==> src/rtl/mcpwm_pkg.sv <==
package mcpwm_pkg;
  localparam int CTRL_W = 8;
  localparam logic [CTRL_W-1:0] CTRL_MASK = 8'h1F;

  typedef struct packed {
    logic frz;
    logic dten;
    logic inv;
    logic ctr;
    logic run;
  } pwm_ctrl_t;

  typedef enum logic [2:0] {
    A_SET = 3'd0,
    A_CLR = 3'd1,
    A_PER = 3'd2,
    A_WID = 3'd3,
    A_DT  = 3'd4
  } pwm_addr_e;

  function automatic logic pin_level(input logic act, input logic inv);
    return act ^ inv;
  endfunction
endpackage

==> src/rtl/pwm_ctrl_bits.sv <==
module pwm_ctrl_bits
  import mcpwm_pkg::*;
(
  input  logic              clk,
  input  logic              rst_n,
  input  logic              set_we,
  input  logic              clr_we,
  input  logic [CTRL_W-1:0] bits,
  output logic [CTRL_W-1:0] word_q
);
  always_ff @(posedge clk) begin
    if (!rst_n)      word_q <= '0;
    else if (set_we) word_q <= (word_q | bits) & CTRL_MASK;
    else if (clr_we) word_q <= (word_q & ~bits) & CTRL_MASK;
  end
endmodule

==> src/rtl/pwm_timebase.sv <==
module pwm_timebase #(
  parameter int CNT_W = 8
) (
  input  logic             clk,
  input  logic             rst_n,
  input  logic             run,
  input  logic             center,
  input  logic             frz,
  input  logic [CNT_W-1:0] per_wr,
  input  logic [CNT_W-1:0] wid_wr,
  input  logic [CNT_W-1:0] dt_wr,
  output logic [CNT_W-1:0] cnt,
  output logic             cyc_end,
  output logic             load,
  output logic [CNT_W-1:0] per_w,
  output logic [CNT_W-1:0] wid_w,
  output logic [CNT_W-1:0] dt_w
);
  localparam logic [CNT_W-1:0] ONE = CNT_W'(1);

  logic             dn;
  logic [CNT_W-1:0] per_nxt;

  function automatic logic [CNT_W-1:0] edge_step(input logic [CNT_W-1:0] c,
                                                 input logic [CNT_W-1:0] p);
    return (c >= p) ? '0 : c + ONE;
  endfunction

  function automatic logic [CNT_W-1:0] turn_down(input logic [CNT_W-1:0] c);
    return (c == '0) ? '0 : c - ONE;
  endfunction

  function automatic logic [CNT_W-1:0] turn_up(input logic [CNT_W-1:0] p);
    return (p == '0) ? '0 : ONE;
  endfunction

  always_comb begin
    cyc_end = run & (center ? (dn & (cnt == '0)) : (cnt >= per_w));
    load    = ~run | (cyc_end & ~frz);
    per_nxt = load ? per_wr : per_w;
  end

  always_ff @(posedge clk) begin
    if (!rst_n) begin
      cnt   <= '0;
      dn    <= 1'b0;
      per_w <= '0;
      wid_w <= '0;
      dt_w  <= '0;
    end else begin
      if (load) begin
        per_w <= per_wr;
        wid_w <= wid_wr;
        dt_w  <= dt_wr;
      end
      if (!run) begin
        cnt <= '0;
        dn  <= 1'b0;
      end else if (!center) begin
        cnt <= edge_step(cnt, per_w);
        dn  <= 1'b0;
      end else if (!dn) begin
        if (cnt >= per_w) begin
          dn  <= 1'b1;
          cnt <= turn_down(cnt);
        end else begin
          cnt <= cnt + ONE;
        end
      end else if (cnt == '0) begin
        dn  <= 1'b0;
        cnt <= turn_up(per_nxt);
      end else begin
        cnt <= cnt - ONE;
      end
    end
  end
endmodule

==> src/rtl/pwm_deadband.sv <==
module pwm_deadband #(
  parameter int CNT_W = 8
) (
  input  logic             clk,
  input  logic             rst_n,
  input  logic             en,
  input  logic [CNT_W-1:0] dt,
  input  logic             raw,
  output logic             act
);
  logic [CNT_W-1:0] hold;

  assign act = raw & (~en | (hold >= dt));

  always_ff @(posedge clk) begin
    if (!rst_n)        hold <= '0;
    else if (!raw)     hold <= '0;
    else if (hold < dt) hold <= hold + CNT_W'(1);
  end
endmodule

==> src/rtl/mc_pwm_channel.sv <==
module mc_pwm_channel
  import mcpwm_pkg::*;
#(
  parameter int CNT_W = 8
) (
  input  logic             clk,
  input  logic             rst_n,
  input  logic             wr_en,
  input  logic [2:0]       wr_addr,
  input  logic [CNT_W-1:0] wr_data,
  output logic [7:0]       ctrl_rd,
  output logic             pwm_a,
  output logic             pwm_b,
  output logic             cyc_end
);
  localparam int NOUT = 2;

  logic [CTRL_W-1:0] word_q;
  pwm_ctrl_t         ctl;
  logic [CNT_W-1:0]  per_wr, wid_wr, dt_wr;
  logic [CNT_W-1:0]  cnt, per_w, wid_w, dt_w;
  logic              load;
  logic              run_w, inv_w, frz_w, dten_w;
  logic              above;
  logic [NOUT-1:0]   raw_v, act_v;

  pwm_ctrl_bits u_ctrl (
    .clk    (clk),
    .rst_n  (rst_n),
    .set_we (wr_en && (wr_addr == A_SET)),
    .clr_we (wr_en && (wr_addr == A_CLR)),
    .bits   (wr_data[CTRL_W-1:0]),
    .word_q (word_q)
  );

  assign ctl     = pwm_ctrl_t'(word_q[4:0]);
  assign ctrl_rd = word_q;
  assign run_w   = ctl.run;
  assign inv_w   = ctl.inv;
  assign frz_w   = ctl.frz;
  assign dten_w  = ctl.dten;

  always_ff @(posedge clk) begin
    if (!rst_n) begin
      per_wr <= '0;
      wid_wr <= '0;
      dt_wr  <= '0;
    end else if (wr_en) begin
      if (wr_addr == A_PER) per_wr <= wr_data;
      if (wr_addr == A_WID) wid_wr <= wr_data;
      if (wr_addr == A_DT)  dt_wr  <= wr_data;
    end
  end

  pwm_timebase #(.CNT_W(CNT_W)) u_tb (
    .clk     (clk),
    .rst_n   (rst_n),
    .run     (run_w),
    .center  (ctl.ctr),
    .frz     (frz_w),
    .per_wr  (per_wr),
    .wid_wr  (wid_wr),
    .dt_wr   (dt_wr),
    .cnt     (cnt),
    .cyc_end (cyc_end),
    .load    (load),
    .per_w   (per_w),
    .wid_w   (wid_w),
    .dt_w    (dt_w)
  );

  assign above    = cnt >= wid_w;
  assign raw_v[0] = run_w & above;
  assign raw_v[1] = run_w & ~above;

  for (genvar g = 0; g < NOUT; g++) begin : g_db
    pwm_deadband #(.CNT_W(CNT_W)) u_db (
      .clk   (clk),
      .rst_n (rst_n),
      .en    (dten_w),
      .dt    (dt_w),
      .raw   (raw_v[g]),
      .act   (act_v[g])
    );
  end

  assign pwm_a = pin_level(act_v[0], inv_w);
  assign pwm_b = pin_level(act_v[1], inv_w);
endmodule

==> config.mk <==
export PLATFORM = sky130hd
export DESIGN_NAME = mc_pwm_channel
export DESIGN_NICKNAME = d
export VERILOG_FILES = /design/src/rtl/mcpwm_pkg.sv /design/src/rtl/pwm_ctrl_bits.sv /design/src/rtl/pwm_timebase.sv /design/src/rtl/pwm_deadband.sv /design/src/rtl/mc_pwm_channel.sv
export SDC_FILE = /design/constraint.sdc
export NUM_CORES = 1
export LEC_CHECK = 0
export BUFFER_PORTS_ARGS = -buffer_cell sky130_fd_sc_hd__buf_2
export CAP_MARGIN = 20
export CORE_ASPECT_RATIO = 1.5
export CORE_MARGIN = 10
export CORE_UTILIZATION = 40
export DETAILED_ROUTE_END_ITERATION = 7
export SKIP_LAST_GASP = 1
export SYNTH_ARGS = -nofsm -noshare
export SYNTH_HDL_FRONTEND = slang
export SYNTH_SLANG_ARGS = --single-unit
==> constraint.sdc <==
create_clock -name clk -period 3.5 [get_ports clk]
set_input_delay 0 -clock clk [delete_from_list [all_inputs] [get_ports clk]]
set_output_delay 0 -clock clk [all_outputs]
set_load 0.03 [all_outputs]
; Word level (Yosys, flattened, before mapping)
; Cells that the tools add are included.
[totals]
out_inout_bits = 11
reg_bits = 78
[op_classes]
n_addsub = 4
order_cmp = 6
mux = 14
n_eq_ne = 4
bitwise_logic = 19
n_reduce_logical = 13
[ops]
columns = operator, n
row1 = two-way mux 8 bit, 7
row2 = >= comparator 8 bit, 4
row3 = adder 8 x 1 -> 8 bit (second input constant), 3
row4 = zero test 8 bit, 2
row5 = less-than comparator 8 bit, 2
row6 = AND reduction 2 bit, 6
row7 = two-way mux 5 bit, 2
row8 = subtractor 8 x 1 -> 8 bit (second input constant), 1
row9 = AND 1 bit, 7
row10 = equality test 3 x 2 -> 1 bit (second input constant), 2
row11 = AND 5 bit, 1
row12 = two-way mux 1 bit, 5
row13 = NOT 5 bit, 1
row14 = OR 5 bit, 1
row15 = NOT 1 bit, 4
row16 = equality test 3 x 1 -> 1 bit (second input constant), 1
row17 = equality test 3 bit (second input constant), 1
row18 = zero test 3 bit, 1
row19 = OR 1 bit, 3
row20 = AND reduction 3 bit, 1
row21 = logical AND 1 bit, 2
row22 = nonzero test 2 bit, 1
row23 = XOR 1 bit, 2

; Logic depth before layout (Yosys ltp)
; Gate-level depths: netlist of run 1.
[logic_depth]
ltp_word = 12
mapped_depth = 9

; Hierarchy
; Synthesis of run 1 repeated with hierarchy kept, for this count alone.
[hier_totals]
hier_cells = 498
hier_area_um2 = 4448.0
[modules_own_cells]
columns = mod, n_inst, cells_per_inst, area_per_inst_um2, seq_area_each_um2
row1 = pwm_timebase, 1, 195, 1854.3, 660.6
row2 = pwm_deadband, 2, 73, 594.3, 160.2
row3 = mc_pwm_channel, 1, 132, 1173.6, 480.5
row4 = pwm_ctrl_bits, 1, 25, 231.5, 100.1

; Worst setup path before layout of run 1
; No wires, ideal clock.
[synth_path]
path_kind = register -> output
start = reg u_tb.cnt[0]
end = out cyc_end
t_required_ns = 3.500
stages_incl_launch_ff = 9
slack_ns = 1.367
arrival_ns = 2.133
cell_sequence = dfxtp_1 inv_1 ha_1 nor2b_1 o21ai_1 a211o_1 buf_2 nor2_1 a211oi_1
[synth_between]
elab_chain_len = 4
elab_cells_between_ends = 5
[synth_rtl]
columns = item, line_no
row1 = start: declaration, pwm_timebase.sv:12  ; output logic [CNT_W-1:0] cnt,
row2 = start signal: assignment, pwm_timebase.sv:60  ; cnt <= edge_step(cnt, per_w);
row3 = start signal: assignment, pwm_timebase.sv:65  ; cnt <= turn_down(cnt);
row4 = start signal: assignment, pwm_timebase.sv:67  ; cnt <= cnt + ONE;
row5 = "parallel branches: the longest is 2 deep, another holds >= comparator 8 bit", --
row6 = two-way mux 1 bit (*), pwm_timebase.sv:38  ; cyc_end = run & (center ? (dn & (cnt == '0)) : (cnt >= per_w));
row7 = AND 1 bit (*), pwm_timebase.sv:38
row8 = end: declaration, mc_pwm_channel.sv:14  ; output logic cyc_end
; Mark *: on every way between the ends.

; Worst setup path after layout of run 1
[layout_path]
start = reg u_tb.cnt[0]
end = out pwm_a
[layout_between]
elab_chain_len = 4
[layout_rtl]
columns = item, line_no
row1 = >= comparator 8 bit, mc_pwm_channel.sv:72  ; assign above = cnt >= wid_w;
row2 = AND 1 bit, mc_pwm_channel.sv:73  ; assign raw_v[0] = run_w & above;
row3 = AND 1 bit, pwm_deadband.sv:13  ; assign act = raw & (~en | (hold >= dt));
row4 = XOR 1 bit, mcpwm_pkg.sv:22  ; return act ^ inv;
row5 = end: declaration, mc_pwm_channel.sv:12  ; output logic pwm_a,
; Every way passes these cells.

==> summary.txt, run 1 <==
Outcome
  – Status: finished, final reports clean

Layout
  – Fill cell count: 1037
  – Post-Layout Cell Count: 634
  – # diodes: 0
  – Nets: 563
  – Final Cell Area: 4660 um^2
  – Layout Utilization: 0.460
  – Area delta synth->final: 12.4%
  – Share of layout cells above drive strength 1: 0.0928

Timing
  – Slew Viols, Final: 0
  – Min Tclk post-route: 2630 ps
  – Fin Setup TNS: 0 ps
  – Final worst slack: 868 ps
  – Post-route clock period utilization: 0.752
  – Final hold vios: 0
  – Worst Tran Pin Value: 867 ps
  – Rel. slew slack: 0.421
  – Final hold slack: 24.4 ps
  – Skew final: 8.79 ps
  – Final setup violation count: 0
  – RSZ-0062 raised after global routing: false
  – FMAX: 0.380 GHz

Logic synthesis
  – Ys async rst share: 0
  – Post-synth EDFFs: 0
  – Syn Inst Count: 494
  – Yosys reg bits: 78
  – Leading area contributor after synthesis: dfxtp_1
  – Unique cell type count in the Yosys netlist: 55
  – Avg Synthesized Cell Area: 8.40 um^2
  – Most common flop cell mapped by yosys: dfxtp_1
  – Synth top cells by count: dfxtp_1 (78), nand2_1 (66), nor2_1 (55)
  – Seq/Total Area, Yosys: 0.376
  – Top-area cell type share of the netlist area: 0.376
  – Count leader, synth: dfxtp_1
  – YS warnings: 0
  – Dominant cells by area after synthesis: dfxtp_1 (38%), ha_1 (11%), mux2i_1 (6.3%), nand2_1 (6.0%), a21oi_1 (5.1%)
  – Mapped cell area: 4150 um^2

Global route
  – Vias in the first global route: 3404
  – Largest net degree at the start of global routing: 54
  – Global-route wire length before repair: 16400 um
  – Initial antenna violation count: 0
  – GRT Total Usage: 0.139
  – Total congestion overflow: 0

Drt
  – Number of vias per cell: 5.46
  – Vias: 3460
  – Post-Route WL: 9750 um
  – Drt pass-1 iters: 5
  – DRC viols: 0
  – Initial DRC count: 129
  – WL/cell: 15.4 um
  – ANT nets after route: 0

Power
  – Reg power frac: 0.463
  – Clk pwr share: 0.474
  – Sw frac: 0.239
  – Design Power: 1.96 mW
  – Gate power share: 0.063
  – Pint: 1.49 mW
  – Max IR drop VDD: 0.246 mV
  – Power Dens Cells: 421 nW/um^2
  – LEAKAGE: 1.88 nW
  – P_sw: 0.468 mW

Floorplanning
  – Die X: 103 um
  – IO Count: 25
  – Core Footprint: 10100 um^2
  – Die Area: 14900 um^2
  – Chip Height: 145 um
  – Number of core rows: 45
  – Initial Util: 0.410

Placement
  – Final HPWL DP: 7330 um
  – Dpl cells: 609
  – PortBufs: 21
  – Post-DP Area: 4270 um^2
  – Pre-CTS setup slack: 951 ps
  – Routability cong.: 0.856

Worst setup path
  – Launching point of the worst reg2reg path: u_tb.cnt[2]$_SDFF_PN0_
  – Critical-path maximum fanout: 6
  – Crit. End Element: primary output
  – WP data arrival: 2630 ps
  – Max incr delay on CP: 420 ps
  – Reg-to-reg endpoint: u_tb.cnt[2]$_SDFF_PN0_
  – CP max-delay cell: dfxtp_1
  – Worst Setup Path Type: reg -> out
  – Reg2Reg Depth: 7
  – Critical-path cell list: inv_1 -> ha_1 -> nor2b_1 -> o21ai_0 -> nand4_1 -> a21oi_1 -> o311ai_0 -> xnor2_1 -> buf_2
  – Reg-to-reg setup timing slack: 950 ps
  – Crit start category: register
  – Crit path required time: 3500 ps

Hold path
  – Hold WC Path Type: in -> reg
  – Hold_sp: wr_addr[0]
  – Hold depth: 2

Clock tree
  – Setup Buffers After CTS: 0
  – Clock-pin slew on the worst setup and hold paths: 60 ps
  – CTS tree: yes
  – Clock Path Buffers: 2
  – CTS resizes: 0
  – Clk_lat worst skew: 340 ps
  – Hold Buf Count CTS: 9
  – H-tree levels: 3
  – Sink Count: 78
  – Num CTS Buffers: 9
  – Clock root cell: clkbuf_16

Flow run
  – Maxcap violations: 0
[worst max-delay path: cells and delay by family, from the launching register on]
family	cells	cell delay [ps]
xor+xnor	1	190
flops	1	420
fa+ha+maj	1	210
buf+inv	2	350
compound gates	3	870
simple gates	2	260
[routing by layer]
metal,GRT usage,up-vias,part of all wire
met1,0.150,1610,0.42
met2,0.246,61,0.52
met4,0.0691,0,0.036
met5,0,-,0
li1,-,1763,-
met3,0.0332,26,0.033
[worst max-delay path by stage]
stage / startpoint / endpoint / slack [ps] / depth (start not counted)
after CTS: u_tb.cnt[0]$_SDFF_PN0_ / pwm_a / 810 / 9
final: u_tb.cnt[0]$_SDFF_PN0_ / pwm_a / 870 / 9
after detailed placement: u_tb.cnt[2]$_SDFF_PN0_ / u_tb.cnt[2]$_SDFF_PN0_ / 950 / 7
after global routing: u_tb.cnt[0]$_SDFF_PN0_ / pwm_a / 600 / 9
after global placement: u_tb.cnt[2]$_SDFF_PN0_ / u_tb.cnt[2]$_SDFF_PN0_ / 1010 / 7
after floorplan: u_tb.cnt[0]$_SDFF_PN0_ / cyc_end / 1370 / 8
[cells in the final DEF (no fill, tap or decap), types with 2 or more instances in the layout]
cell type | netlist | final
dfxtp_1 | 78 | 78
nand2_1 | 66 | 66
nor2_1 | 55 | 55
a21oi_1 | 42 | 42
ha_1 | 37 | 37
inv_1 | 28 | 28
mux2i_1 | 26 | 26
buf_2 | 2 | 21
xnor2_1 | 14 | 14
nor3_1 | 14 | 14
nand3_1 | 13 | 13
nand4_1 | 10 | 10
clkbuf_16 | 0 | 9
dlygate4sd3_1 | 0 | 9
nor2b_1 | 7 | 7
o21ai_0 | 7 | 7
nor4_1 | 7 | 7
a221oi_1 | 5 | 5
a311oi_1 | 5 | 5
and3_1 | 4 | 4
o211ai_1 | 3 | 3
a211oi_1 | 3 | 3
nor3b_1 | 3 | 3
conb_1 | 1 | 3
clkinvlp_4 | 0 | 3
o21ai_1 | 2 | 2
a21o_1 | 2 | 2
o21a_1 | 2 | 2
a211o_1 | 2 | 2
a31oi_1 | 2 | 2
a22oi_1 | 2 | 2
or2_1 | 2 | 2
o221a_2 | 2 | 2
or2_2 | 2 | 2
and2_1 | 2 | 2
o31ai_1 | 2 | 2
clkinv_4 | 0 | 2
[state kept, by name, summed over array words and instances, names as in the netlist, named ones only]
| register | cells |
|---|---|
| u_tb.wid_w | 8 |
| dt_wr | 8 |
| u_tb.per_w | 8 |
| u_tb.cnt | 8 |
| wid_wr | 8 |
| u_tb.dn | 1 |
| per_wr | 8 |
| g_db.u_db.hold | 16 |
| u_tb.dt_w | 8 |
[cell type report]
cell class,instances,area [um^2],share of cell area
Clock buffer,9,225,0.0483
Clock inverter,7,75.1,0.0161
Inverter,29,109,0.0233
Multi-Input combinational cell,363,2340,0.503
Sequential cell,78,1560,0.335
Tap cell,117,146,0.0314
Timing Repair Buffer,31,203,0.0435
[power by group through the flow]
stage	clock, mW	sequential (mW)	combinational, mW
2_1_floorplan	0	0.925	0.0870
3_3_place_gp	0	0.929	0.113
3_5_place_dp	0	0.929	0.116
4_1_cts	0.953	0.909	0.123
5_1_grt	0.991	0.910	0.136
6_report	0.930	0.909	0.123
[logic make-up (layout without fill, tap and decap cells)]
group / count (synthesis) / after routing / synth area share
AND/OR/NAND/NOR: 190 / 190 / 0.208
other: 1 / 3 / 0.000904
XOR/XNOR: 15 / 15 / 0.0317
multiplexers: 26 / 26 / 0.0627
flip-flops: 78 / 78 / 0.376
AO/OA/AOI/OAI: 92 / 92 / 0.148
buffers and inverters: 55 / 76 / 0.0606
adder cells (fa/ha/maj): 37 / 37 / 0.112
Power figures use the tool's default switching activity.
==> run 2, diff against run 1 <==
--- a/config.mk
+++ b/config.mk
@@ -5,6 +5,7 @@
 export SDC_FILE = /design/constraint.sdc
 export NUM_CORES = 1
 export LEC_CHECK = 0
+export ABC_AREA = 1
 export BUFFER_PORTS_ARGS = -buffer_cell sky130_fd_sc_hd__buf_2
 export CAP_MARGIN = 20
 export CORE_ASPECT_RATIO = 1.5
==> constraint.sdc (replaced) <==
create_clock -name clk -period 2.24 [get_ports clk]
set_input_delay 0 -clock clk [delete_from_list [all_inputs] [get_ports clk]]
set_output_delay 0 -clock clk [all_outputs]
set_load 0.03 [all_outputs]
==> run 2 against run 1 <==
Utilization up 5.2 points; via count up 8.2%; sequential power up 57%; critical path type is now reg -> reg; non-clock buffer count up 21; critical endpoint is now u_tb.cnt[0]$_SDFF_PN0_; synthesized area down 0.39%; synthesized cell count up 13%.
==> summary.txt, run 2 <==
Worst setup path
  – Worst Setup Path Type: reg -> reg
  – Reg-to-reg setup timing slack: 100 ps (-850 ps)
  – Cell seen most often among critical-path stages: nand2_1
  – Critical-path maximum fanout: 8 (+2)
  – Max incr delay on CP: 370 ps (-50 ps)
  – Crit path required time: 2450 ps (-1050 ps)
  – Crit. End Element: register
  – Critical-path cell list: inv_2 -> nand2_2 -> nor2_4 -> nand3_4 -> a21oi_4 -> nand3_4 -> nand2_8 -> nand2_4 -> nand2_2 -> nand2_1 -> nor2_1 -> nand2_1 -> nand2_1 -> nand2_1 -> nand2_1 -> a21oi_2
  – Reg2Reg Depth: 16 (+9)
  – Launching point of the worst reg2reg path: u_tb.cnt[3]$_SDFF_PN0_
  – CP max-delay cell: dfxtp_2
  – CP delay by family, top: simple AND/OR/NAND/NOR gates
  – Reg-to-reg endpoint: u_tb.cnt[0]$_SDFF_PN0_
  – Crit start category: register
  – WP data arrival: 2350 ps (-280 ps)
  – Worst path bufs/invs: 1 (-1)

Drt
  – Initial DRC count: 143 (+11%)
  – Post-Route WL: 10500 um (+8.1%)
  – ANT nets after route: 0 (unchanged)
  – Number of vias per cell: 5.13 (-5.9%)
  – Vias: 3743 (+8.2%)
  – WL/cell: 14.5 um (-6.0%)
  – Drt pass-1 iters: 4 (-1)
  – DRC viols: 0 (unchanged)

Logic synthesis
  – Mapped cell area: 4130 um^2 (-0.39%)
  – Seq/Total Area, Yosys: 0.378 (+0.00148)
  – Ys async rst share: 0 (unchanged)
  – Unique cell type count in the Yosys netlist: 38 (-31%)
  – Leading area contributor after synthesis: dfxtp_1
  – Synth top cells by count: nand2_1 (88), inv_1 (80), dfxtp_1 (78)
  – Avg Synthesized Cell Area: 7.38 um^2 (-12%)
  – Dominant cells by area after synthesis: dfxtp_1 (38%), ha_1 (11%), a21oi_1 (8.2%), nand2_1 (8.0%), inv_1 (7.3%)
  – Syn Inst Count: 560 (+13%)
  – Yosys reg bits: 78 (unchanged)
  – Count leader, synth: nand2_1
  – Most common flop cell mapped by yosys: dfxtp_1
  – YS warnings: 0 (unchanged)
  – Top-area cell type share of the netlist area: 0.378 (+0.00148)
  – Post-synth EDFFs: 0 (unchanged)

Clock tree
  – H-tree levels: 3 (unchanged)
  – CTS tree: yes
  – Clk_lat worst skew: 330 ps (about the same)
  – Clock Path Buffers: 2 (unchanged)
  – Num CTS Buffers: 9 (unchanged)
  – Clock-pin slew on the worst setup and hold paths: 60 ps (about the same)
  – Clock root cell: clkbuf_16
  – Sink Count: 78 (unchanged)

Hold path
  – Hold_sp: wr_addr[0]
  – Hold WC Path Type: in -> reg
  – Hold depth: 4 (+2)

Power
  – Reg power frac: 0.432 (-0.031)
  – Clk pwr share: 0.467 (-0.007)
  – Design Power: 3.31 mW (+69%)
  – Max IR drop VDD: 0.456 mV (+85%)
  – Sw frac: 0.242 (+0.00332)
  – LEAKAGE: 2.20 nW (+17%)
  – Power Dens Cells: 638 nW/um^2 (+52%)
  – Pint: 2.51 mW (+68%)
  – P_sw: 0.802 mW (+71%)
  – Gate power share: 0.101 (+0.038)

Global route
  – Largest net degree at the start of global routing: 43 (-20%)
  – Total congestion overflow: 0 (unchanged)
  – Global-route wire length before repair: 16600 um (+1.3%)
  – Vias in the first global route: 3517 (+3.3%)
  – Initial antenna violation count: 0 (unchanged)
  – GRT Total Usage: 0.144 (+0.00517)

Timing
  – Worst Tran Pin Value: 538 ps (-328 ps)
  – Min Tclk post-route: 2140 ps
  – FMAX: 0.467 GHz
  – Rel. slew slack: 0.640 (+0.219)
  – RSZ-0062 raised after global routing: true
  – Final setup violation count: 0 (unchanged)
  – Final hold vios: 0 (unchanged)
  – Post-route clock period utilization: 0.956
  – Skew final: 6.97 ps (-1.82 ps)
  – Fin Setup TNS: 0 ps (unchanged)
  – Slew Viols, Final: 0 (unchanged)

Floorplanning
  – Initial Util: 0.408 (-0.00160)
  – Die X: 103 um (-0.16%)
  – Chip Height: 145 um (-0.17%)
  – Die Area: 14900 um^2 (-0.33%)
  – Number of core rows: 45 (unchanged)
  – IO Count: 25 (unchanged)
  – Core Footprint: 10100 um^2 (unchanged)

Layout
  – Post-Layout Cell Count: 729 (+15%)
  – Share of layout cells above drive strength 1: 0.224 (+0.131)
  – Largest reg by FF count: g_db.u_db.hold
  – Nets: 659 (+17%)
  – Layout Utilization: 0.513 (+0.0523)
  – Most frequent cells in the layout: inv_1 (73), dfxtp_1 (73), nand2_1 (71)
  – Largest register FFs: 16 (unchanged)
  – # diodes: 0 (unchanged)
  – Area delta synth->final: 25.7%

Flow run
  – Maxcap violations: 0 (unchanged)

Placement
  – Routability cong.: 0.859 (+0.28%)
  – Final HPWL DP: 7810 um (+6.6%)
  – Dpl cells: 696 (+14%)
  – PortBufs: 21 (unchanged)

Outcome
  – Status: finished, final reports clean
## run 2: layer usage
metal | vias up | share of wire | global-route usage
li1 | 1931 | - | -
met1 | 1743 | 0.40 | 0.154
met2 | 49 | 0.54 | 0.260
met3 | 20 | 0.033 | 0.0320
met4 | 0 | 0.030 | 0.0654
met5 | - | 0 | 0
## run 2: area by class of cell
class / count / area (um^2)
sequential: 78 / 1570
clock inverter: 6 / 87.6
clock buffer: 9 / 225
tap: 117 / 146
timing repair buffer: 52 / 378
multi-input combinational: 380 / 2450
inverter: 87 / 334
fill: 982 / 4940
## run 2: how the worst max path moves through the flow
stage,start,end,cells past startpoint
floorplan,u_tb.cnt[0]$_SDFF_PN0_,u_tb.cnt[0]$_SDFF_PN0_,18
global placement,u_tb.cnt[1]$_SDFF_PN0_,u_tb.cnt[0]$_SDFF_PN0_,17
detailed placement,u_tb.cnt[1]$_SDFF_PN0_,u_tb.cnt[0]$_SDFF_PN0_,17
CTS,u_tb.dt_w[7]$_SDFFE_PN0N_,pwm_b,12
global route,u_tb.per_w[3]$_SDFF_PN0_,u_tb.cnt[0]$_SDFF_PN0_,19
finish,u_tb.cnt[3]$_SDFF_PN0_,u_tb.cnt[0]$_SDFF_PN0_,16
## run 2: cell families (layout without fill, tap and decap cells)
logic type / after synthesis / count (layout) / synth area share
and+or+nand+nor: 196 / 198 / 0.217
adders and majority gates: 37 / 37 / 0.112
xor gates and xnor gates: 9 / 9 / 0.0191
buffers and inverters: 106 / 154 / 0.105
DFF: 78 / 78 / 0.378
other: 1 / 3 / 0.000907
AOI/OAI and AO/OA: 133 / 133 / 0.169
## run 2: through the flow
step	setup slack (ps)	hold slack [ps]	area, um^2
6_report	97.7	37.7	5190
3_5_place_dp	51.1	295	4400
4_1_cts	-21.7	26.5	4810
3_3_place_gp	97.8	290	4400
5_1_grt	-32.4	54.6	5190
2_1_floorplan	200	143	4140
## run 2: tightest hold or removal path: stages
cell,delay (ps)
buf_2,100
nor2_1,90
nand2_1,70
a21oi_1,60
## run 2: power groups by stage
stage                     Sequential, mW  Combinational, mW  Clock [mW]
after floorplan                     1.46              0.190           0
after global placement              1.46              0.272           0
after detailed placement            1.46              0.276           0
after CTS                           1.43              0.292        1.58
after global routing                1.43              0.378        1.64
final                               1.43              0.336        1.55
## run 2: what timing repair did
action / 4_1_cts / 5_1_grt
hold buffers: 8 / 0
endpoints found under the setup margin: 2 / 17
gates resized for setup: 5 / 76
buffers inserted: 0 / 8
hold endpoints to repair: 16 / 0
gates cloned: 0 / 2
pin swaps: 0 / 35
==> run 3, diff against run 2 <==
--- a/config.mk
+++ b/config.mk
@@ -12,6 +12,7 @@
 export CORE_MARGIN = 10
 export CORE_UTILIZATION = 40
 export DETAILED_ROUTE_END_ITERATION = 7
+export GPL_TIMING_DRIVEN = 0
 export SKIP_LAST_GASP = 1
 export SYNTH_ARGS = -nofsm -noshare
 export SYNTH_HDL_FRONTEND = slang
==> run 3 against run 2 <==
Final area fell by 1.1%; via count rose by 2.5%; power rose by 4.5%; critical path depth rose by 1; worst setup slack got worse by 83 ps; clock-buffer cell count rose by 1; worst hold slack got worse by 17 ps; largest cell class unchanged; largest power group unchanged.
==> summary.txt, run 3 (same netlist as run 2, synthesis figures left out) <==
Placement
  – PortBufs: 21 (unchanged)
  – Routability cong.: 0.796 (-7.3%)
  – Pre-CTS setup slack: -164 ps (-215 ps)
  – Final HPWL DP: 7750 um (-0.79%)

Drt
  – Drt pass-1 iters: 5 (+1)
  – WL/cell: 14.6 um (+0.81%)
  – ANT nets after route: 0 (unchanged)
  – Number of vias per cell: 5.18 (+0.82%)
  – Post-Route WL: 10800 um (+2.5%)
  – Vias: 3836 (+2.5%)
  – DRC viols: 0 (unchanged)
  – Initial DRC count: 134 (-6.3%)

Layout
  – Area delta synth->final: 24.2%
  – Largest reg by FF count: g_db.u_db.hold
  – Share of layout cells above drive strength 1: 0.191 (-0.0332)
  – # diodes: 0 (unchanged)
  – Nets: 671 (+1.8%)
  – Most frequent cells in the layout: nand2_1 (84), inv_1 (73), dfxtp_1 (71)
  – Largest register FFs: 16 (unchanged)
  – Most common cell after layout, fill and taps aside: nand2_1

Global route
  – Initial antenna violation count: 0 (unchanged)
  – GRT Total Usage: 0.147 (+0.00239)
  – Total congestion overflow: 0 (unchanged)
  – Largest net degree at the start of global routing: 14 (-67%)
  – Vias in the first global route: 3718 (+5.7%)
  – Global-route wire length before repair: 17200 um (+3.2%)

Worst setup path
  – Cell seen most often among critical-path stages: nand2_1
  – Worst Setup Path Type: reg -> reg
  – Crit start category: register
  – Launching point of the worst reg2reg path: u_tb.cnt[5]$_SDFF_PN0_
  – Max incr delay on CP: 370 ps (about the same)
  – CP delay by family, top: simple AND/OR/NAND/NOR gates
  – Critical-path maximum fanout: 8 (unchanged)
  – WP data arrival: 2490 ps (+140 ps)
  – Worst path bufs/invs: 1 (unchanged)
  – Crit. End Element: register
  – CP startpoint: u_tb.cnt[5]$_SDFF_PN0_
  – Crit path required time: 2500 ps (+50 ps)
  – Critical-path cell list: ha_1 -> a21oi_1 -> nor2_1 -> nor2_2 -> nand3_4 -> nand3_4 -> nand2_4 -> buf_8 -> nand2_2 -> nand2_2 -> nand2_1 -> nor2_1 -> nand2_1 -> nand2_1 -> nand2_1 -> nand2_1 -> a21oi_2
  – CP max-delay cell: dfxtp_2

Clock tree
  – H-tree levels: 3 (unchanged)
  – Clock Path Buffers: 2 (unchanged)
  – CTS tree: yes
  – Clk_lat worst skew: 340 ps (about the same)
  – Num CTS Buffers: 9 (unchanged)
  – Clock-pin slew on the worst setup and hold paths: 60 ps (about the same)
  – Clock root cell: clkbuf_16
  – Sink Count: 78 (unchanged)

Hold path
  – Hold_sp: wr_addr[0]
  – Hold WC Path Type: in -> reg

Power
  – Power Dens Cells: 674 nW/um^2 (+5.6%)
  – Gate power share: 0.095 (-0.006)
  – P_sw: 0.806 mW (+0.53%)
  – LEAKAGE: 2.23 nW (+1.4%)
  – Clk pwr share: 0.491 (+0.024)
  – Max IR drop VDD: 0.456 mV (about the same)
  – Design Power: 3.46 mW (+4.5%)
  – Sw frac: 0.233 (-0.00909)
  – Reg power frac: 0.413 (-0.019)
  – Pint: 2.66 mW (+5.7%)

Timing
  – Skew final: 4.85 ps (-2.12 ps)
  – FMAX: 0.449 GHz (-3.7%)
  – Min Tclk post-route: 2230 ps (+83.3 ps)
  – Final hold vios: 0 (unchanged)
  – Slew Viols, Final: 0 (unchanged)
  – RSZ-0062 raised after global routing: true
  – Post-route clock period utilization: 0.994 (+0.0372)
  – Final worst slack: 14.4 ps (-83.3 ps)
  – Final setup violation count: 0 (unchanged)

Floorplanning
  – Core Footprint: 10100 um^2 (unchanged)
  – Chip Height: 145 um (unchanged)
  – Die Area: 14900 um^2 (unchanged)
  – IO Count: 25 (unchanged)
  – Number of core rows: 45 (unchanged)
  – Initial Util: 0.408 (unchanged)
  – Die X: 103 um (unchanged)

Flow run
  – Maxcap violations: 0 (unchanged)

Outcome
  – Status: finished, final reports clean
==> run 3: cell count changes in the layout (fill, tap and decap cells not counted), sizes merged <==
cell / delta
clkinvlp: +1
nand2: -1
bufinv: +1
clkinv: -3
clkbuf: +10
buf: +4
==> run 3: layout make-up <==
| cell class | count | area [um^2] |
|---|---|---|
| buffer | 19 | 118 |
| clock buffer | 10 | 239 |
| clock inverter | 5 | 106 |
| fill | 961 | 5000 |
| inverter | 87 | 334 |
| multi-input combinational | 379 | 2300 |
| sequential | 78 | 1580 |
| tap | 117 | 146 |
| timing repair buffer | 46 | 315 |
==> run 3: metal layers <==
metal	up-vias	routed length (um)	GRT usage
met5	-	0	0
met4	0	334	0.0735
met3	26	355	0.0287
met2	84	5650	0.256
met1	1772	4460	0.164
li1	1954	-	-
==> run 3: worst paths after layout <==
kind	end	slack, ps	cells after the start
worst max register to register	u_tb.cnt[0]$_SDFF_PN0_	10	17
worst max-delay path	u_tb.cnt[0]$_SDFF_PN0_	10	17
worst min register to register	per_wr[7]$_SDFFE_PN0P_	460	2
worst min-delay path	register	20	4
==> run 3: metrics by stage <==
| step | utilization | setup TNS, ps | hold WS (ps) | std cells | instance area (um^2) |
|---|---|---|---|---|---|
| detailed placement | 0.433 | -652 | 303 | 700 | 4390 |
| global placement | 0.433 | -344 | 298 | 700 | 4390 |
| floorplan | - | 0 | 143 | 562 | 4140 |
| global route | 0.507 | -373 | 35.2 | 741 | 5140 |
| finish | 0.507 | 0 | 20.7 | 741 | 5140 |
| CTS | 0.481 | 0 | 12.5 | 726 | 4880 |
==> run 3: timing repair <==
item	in CTS	in global routing
buffers inserted	2	14
resized for setup	16	38
pin swaps	3	16
hold buffers	8	0
endpoints found under the hold margin	16	0
gates cloned	1	1
setup endpoints to repair	14	24
==> run 3: worst min-delay path: stages <==
cell and delay (ps):
buf_2 100, nor2_1 90, nand2_1 70, a21oi_1 50
==> run 3: power by group through the flow <==
stage               logic (mW)  registers, mW  clock network (mW)
global placement         0.260           1.46                   0
detailed placement       0.267           1.46                   0
finish                   0.330           1.43                1.70
floorplan                0.190           1.46                   0
CTS                      0.290           1.43                1.72
global route             0.369           1.43                1.79
